File: src/rtl/wdt_pkg.sv
package wdt_pkg;

    localparam int unsigned CNT_W_DEF     = 5;
    localparam int unsigned PULSE_LEN_DEF = 16;

    typedef enum logic {
        UNIT_SHORT = 1'b0,
        UNIT_LONG  = 1'b1
    } unit_e;

    // One request bit per reset source
    typedef struct packed {
        logic wdog;
        logic fchg;
    } rst_req_t;

    function automatic logic any_req(input rst_req_t r);
        return r.wdog | r.fchg;
    endfunction

endpackage

File: src/rtl/wdt_tick_mux.sv
module wdt_tick_mux
    import wdt_pkg::*;
(
    input  logic unit_sel,
    input  logic tick_short,
    input  logic tick_long,
    output logic tick
);
    unit_e unit;

    always_comb begin
        unit = unit_e'(unit_sel);
        unique case (unit)
            UNIT_SHORT: tick = tick_short;
            UNIT_LONG:  tick = tick_long;
            default:    tick = 1'b0;
        endcase
    end
endmodule

File: src/rtl/wdt_countdown.sv
module wdt_countdown #(
    parameter int unsigned CNT_W = 5
) (
    input  logic             clk,
    input  logic             rst,
    input  logic             en,
    input  logic             reload,
    input  logic             tick,
    input  logic [CNT_W-1:0] load_val,
    output logic [CNT_W-1:0] cnt,
    output logic             fire
);
    logic armed;

    // The tick that finds the counter at zero is the expiring one
    assign fire = en && armed && tick && (cnt == '0) && !reload;

    always_ff @(posedge clk) begin
        if (rst) begin
            cnt   <= '0;
            armed <= 1'b0;
        end else if (reload) begin
            cnt   <= load_val;
            armed <= 1'b1;
        end else if (fire) begin
            armed <= 1'b0;
        end else if (en && armed && tick) begin
            cnt   <= cnt - 1'b1;
        end
    end
endmodule

File: src/rtl/wdt_status.sv
module wdt_status (
    input  logic clk,
    input  logic rst,
    input  logic set,
    input  logic clr,
    output logic flag
);
    always_ff @(posedge clk) begin
        if (rst)      flag <= 1'b0;
        else if (set) flag <= 1'b1;
        else if (clr) flag <= 1'b0;
    end
endmodule

File: src/rtl/wdt_pulse_gen.sv
module wdt_pulse_gen
    import wdt_pkg::*;
#(
    parameter int unsigned PULSE_LEN = 16
) (
    input  logic     clk,
    input  logic     rst,
    input  rst_req_t req,
    output logic     pulse
);
    localparam int unsigned PW = $clog2(PULSE_LEN + 1);

    logic [PW-1:0] remain;

    always_ff @(posedge clk) begin
        if (rst)               remain <= '0;
        else if (any_req(req)) remain <= PW'(PULSE_LEN);
        else if (remain != '0) remain <= remain - 1'b1;
    end

    assign pulse = (remain != '0);
endmodule

File: src/rtl/wdog_rstgen.sv
module wdog_rstgen
    import wdt_pkg::*;
#(
    parameter int unsigned CNT_W     = CNT_W_DEF,
    parameter int unsigned PULSE_LEN = PULSE_LEN_DEF
) (
    input  logic             clk,
    input  logic             rst,
    input  logic             wd_en,
    input  logic             kick,
    input  logic             tmo_wr,
    input  logic [CNT_W-1:0] tmo_val,
    input  logic             unit_sel,
    input  logic             tick_short,
    input  logic             tick_long,
    input  logic             wd_rst_en,
    input  logic             fc_rst_en,
    input  logic             fc_done,
    input  logic             sts_clr,
    output logic             tmo_sts,
    output logic             rst_pulse
);
    logic             tick_sel;
    logic             reload;
    logic             tmo_fire;
    logic [CNT_W-1:0] cnt_q;
    rst_req_t         req;

    assign reload = kick | tmo_wr | !wd_en;

    wdt_tick_mux u_mux (
        .unit_sel   (unit_sel),
        .tick_short (tick_short),
        .tick_long  (tick_long),
        .tick       (tick_sel)
    );

    wdt_countdown #(.CNT_W(CNT_W)) u_cnt (
        .clk      (clk),
        .rst      (rst),
        .en       (wd_en),
        .reload   (reload),
        .tick     (tick_sel),
        .load_val (tmo_val),
        .cnt      (cnt_q),
        .fire     (tmo_fire)
    );

    wdt_status u_sts (
        .clk  (clk),
        .rst  (rst),
        .set  (tmo_fire),
        .clr  (sts_clr),
        .flag (tmo_sts)
    );

    always_comb begin
        req.wdog = tmo_fire & wd_rst_en;
        req.fchg = fc_done & fc_rst_en;
    end

    wdt_pulse_gen #(.PULSE_LEN(PULSE_LEN)) u_pulse (
        .clk   (clk),
        .rst   (rst),
        .req   (req),
        .pulse (rst_pulse)
    );
endmodule

File: config.mk
export PLATFORM = sky130hd
export DESIGN_NAME = wdog_rstgen
export DESIGN_NICKNAME = d
export VERILOG_FILES = /design/src/rtl/wdt_pkg.sv /design/src/rtl/wdt_tick_mux.sv /design/src/rtl/wdt_countdown.sv /design/src/rtl/wdt_status.sv /design/src/rtl/wdt_pulse_gen.sv /design/src/rtl/wdog_rstgen.sv
export SDC_FILE = /design/constraint.sdc
export NUM_CORES = 1
export LEC_CHECK = 0
export ABC_CLOCK_PERIOD_IN_PS = 4800
export BUFFER_PORTS_ARGS = -buffer_cell sky130_fd_sc_hd__buf_2
export CAP_MARGIN = 25
export CELL_PAD_IN_SITES_DETAIL_PLACEMENT = 1
export CELL_PAD_IN_SITES_GLOBAL_PLACEMENT = 2
export CORE_MARGIN = 10
export CORE_UTILIZATION = 29
export CTS_CLUSTER_DIAMETER = 40
export CTS_CLUSTER_SIZE = 24
export DETAILED_ROUTE_END_ITERATION = 7
export PLACE_DENSITY_LB_ADDON = 0.3
export SLEW_MARGIN = 20
export SYNTH_ARGS = -nofsm -noshare
export SYNTH_HDL_FRONTEND = slang
export SYNTH_SLANG_ARGS = --single-unit
File: constraint.sdc
create_clock -name clk -period 4.8 [get_ports clk]
set_input_delay 0.48 -clock clk [delete_from_list [all_inputs] [get_ports clk]]
set_output_delay 0.48 -clock clk [all_outputs]
set_load 0.02 [all_outputs]
==> impl_results.md <==
* Post-synth ARST share at 0%
* Die H at 66.5 µm
* Slew @ Worst Pin at 0.633 ns
* Io pins at 19
* First-pass GRT wire length at 2850 µm
* Area Growth Syn to Fin at 25.5%
* Mapped Area at 628 µm²
* Slowest CP cell: nor4b_1
* Hold wc startpoint: tmo_val[4]
* Required @ worst endpoint at 4.32 ns
* CTS Sinks at 12
* Routed Antenna Nets at 0
* Gr usage total at 7.91%
* Final setup viols at 0
* CTS tree: yes
* WL per Instance at 13.7 µm
* ANT cells at 0
* Max_slew headroom at 57.2%
* Hpwl dp at 1390 µm
* Outcome: finished clean
* Gpl congestion at 0.759
* Synth cell types at 28
* Final Util at 39.4%
* Largest cells by area after synthesis: dfxtp_1 38%, a21oi_1 4.8%, nor2_1 4.8%
* DR vias at 620
* Worst Path Max Fanout at 4
* Cts bufs inserted at 3
* Ys flop type: dfxtp_1
* Area after DPL at 752 µm²
* Gate power share at 37.9%
* Starting DRT DRC Count at 3
* Initial core utilization at 31.4%
* Drt total wl at 1680 µm
* Synth Register Bits at 12
* Post-route cell area at 788 µm²
* Fillers at 263
* Worst setup EP type: output pin
* Post-CTS Setup Inserts at 0
* Final hold vios at 0
* P_sw at 127 µW
* Total grt overflow at 0
* Register clock-pin slew on the reported worst setup and hold paths at 0.08 ns
* Core area at 2000 µm²
* RSZ-0062 raised after global routing: false
* Gate Count Post-Synth at 75
* Port Buffer Count at 18
* Max-cap viol count at 0
* Crit path largest cell delay at 0.55 ns
* Die ar. at 4430 µm²
* Pre-CTS setup slack at 2.77 ns
* Reg2reg start: u_cnt.cnt[0]$_SDFFE_PP0P_
* Top-area cell type share of the netlist area at 38.2%
* Worst min path class: input port to flop
* Final period utilization at 48.2%
* Synth cell count leaders: 12 x dfxtp_1, 8 x nor2_1, 7 x nand2_1
* CP dominant cell by count: inv_1
* Clock share of power at 22.9%
* WS Path Type: flop to output pin
* Vias in the first global route at 684
* R2R cell count at 6
* Fmax at 432 MHz
* Total iterations of the first detailed-routing run at 3
* Die W at 66.5 µm
* PwrDens at 447 nW/µm²
* Final max-slew violation count at 0
* Clock Path Buffers at 2
* Crit path DAT at 1.83 ns
* Htree depth at 1
* Critical Path Source: u_pulse.remain[0]$_SDFFE_PP0P_
* Sequential area share after synthesis at 38.2%
* Layout cell share with drive strength beyond 1 at 29.2%
* Crit path launch type: flop
* Leakage at 0.322 nW
* Synthesized Nets at 94
* Final #Nets at 116
* Maximum number of pins on one net before global-route repair at 12
* Cell Chain, Critical Path: inv_1 -> ha_1 -> nor4b_1 -> inv_1 -> buf_2
* Root Buffer Master: clkbuf_4
* # resized after CTS at 0
* Number of synthesized flops with an enable pin at 0
* Cell Rows at 16
* Hold path depth at 3
* Hold Buf Count CTS at 0
* Setup Skew at 0.00186 ns
* Vias/cell at 5.04
* Drc violations at 0
* Ys Warns at 0
* Syn Area/Cell at 8.37 µm²
* Setup TNS at 0 ns
* Most numerous cell in the Yosys netlist: dfxtp_1
* Yosys top cell by area: dfxtp_1
* Final Worst Setup Slack at 2.49 ns
* Sw frac at 36.2%
* Pint at 225 µW
* Hold Slack at 0.443 ns
* Peak VDD IR at 0.177 mV
* Clk_lat worst skew at 0.27 ns
* Crit path time final at 2.31 ns
* Seq pwr share at 39.2%
* Initial antenna violation count at 0
==> metrics by stage <==
step	total power, mW	instances
3_5_place_dp	0.276	119
4_1_cts	0.358	123
5_1_grt	0.381	123
3_3_place_gp	0.271	119
6_report	0.352	123
2_1_floorplan	0.238	75
==> registers in the layout (all words and copies together) (netlist names) <==
signal	cells
u_cnt.cnt	5
u_pulse.remain	5
u_cnt.armed	1
u_sts.flag	1
==> critical path, delay by kind of cell, from the launching register on <==
family,cells,cell delay (ns)
fa+ha+maj,1,0.21
buf+inv,3,0.48
flops,1,0.33
simple gates,1,0.55
==> layout make-up <==
class	instances	area, µm²	area share (%)
clock buffer	4	36.3	4.60
inverter	6	22.5	2.86
timing repair buffer	19	97.6	12.4
tap	27	33.8	4.29
sequential	12	240	30.5
multi-input combinational	55	358	45.4
==> power groups by stage <==
| stage | combinational (mW) | clock, mW | sequential [mW] |
|---|---|---|---|
| floorplan | 0.102 | 0 | 0.135 |
| detailed placement | 0.136 | 0 | 0.140 |
| CTS | 0.136 | 0.0833 | 0.138 |
| global placement | 0.133 | 0 | 0.138 |
| finish | 0.133 | 0.0808 | 0.138 |
| global route | 0.152 | 0.0887 | 0.141 |
==> layout by cell type (no fill, tap or decap), types with 2 or more instances in the layout <==
master,n
nor2_1,8
inv_1,6
a211oi_1,2
nor3_1,5
xnor2_1,3
and2_1,2
nand4_1,2
o311ai_0,2
buf_2,18
a32oi_1,2
nor4b_1,2
a21oi_1,6
clkbuf_4,3
nand2_1,7
ha_1,2
dfxtp_1,12
==> routing by layer <==
layer / share of wire [%] / up-vias / GRT usage [%] / wire, µm
met1: 42 / 299 / 7.50 / 701
met2: 53 / 9 / 15.0 / 890
li1: - / 312 / - / -
met4: 0 / 0 / 2.62 / 0
met3: 5.1 / 0 / 3.01 / 86
met5: 0 / - / 0 / 0
==> final timing paths <==
kind | end | slack [ns]
max | rst_pulse | 2.49
min | u_cnt.cnt[4]$_SDFFE_PP0P_ | 0.44
max reg2reg | u_cnt.cnt[0]$_SDFFE_PP0P_ | 3.10
min reg2reg | u_cnt.armed$_SDFFE_PP0P_ | 0.49
==> cell families after synthesis <==
| logic type | Yosys count | synth area share, % |
|---|---|---|
| adders and majority gates | 2 | 3.98 |
| DFF | 12 | 38.2 |
| AOI/OAI and AO/OA | 17 | 19.3 |
| muxes | 1 | 1.79 |
| xor gates and xnor gates | 3 | 4.18 |
| and+or+nand+nor | 32 | 27.7 |
| buffers and inverters | 8 | 4.78 |
Power figures use the tool's default switching activity.
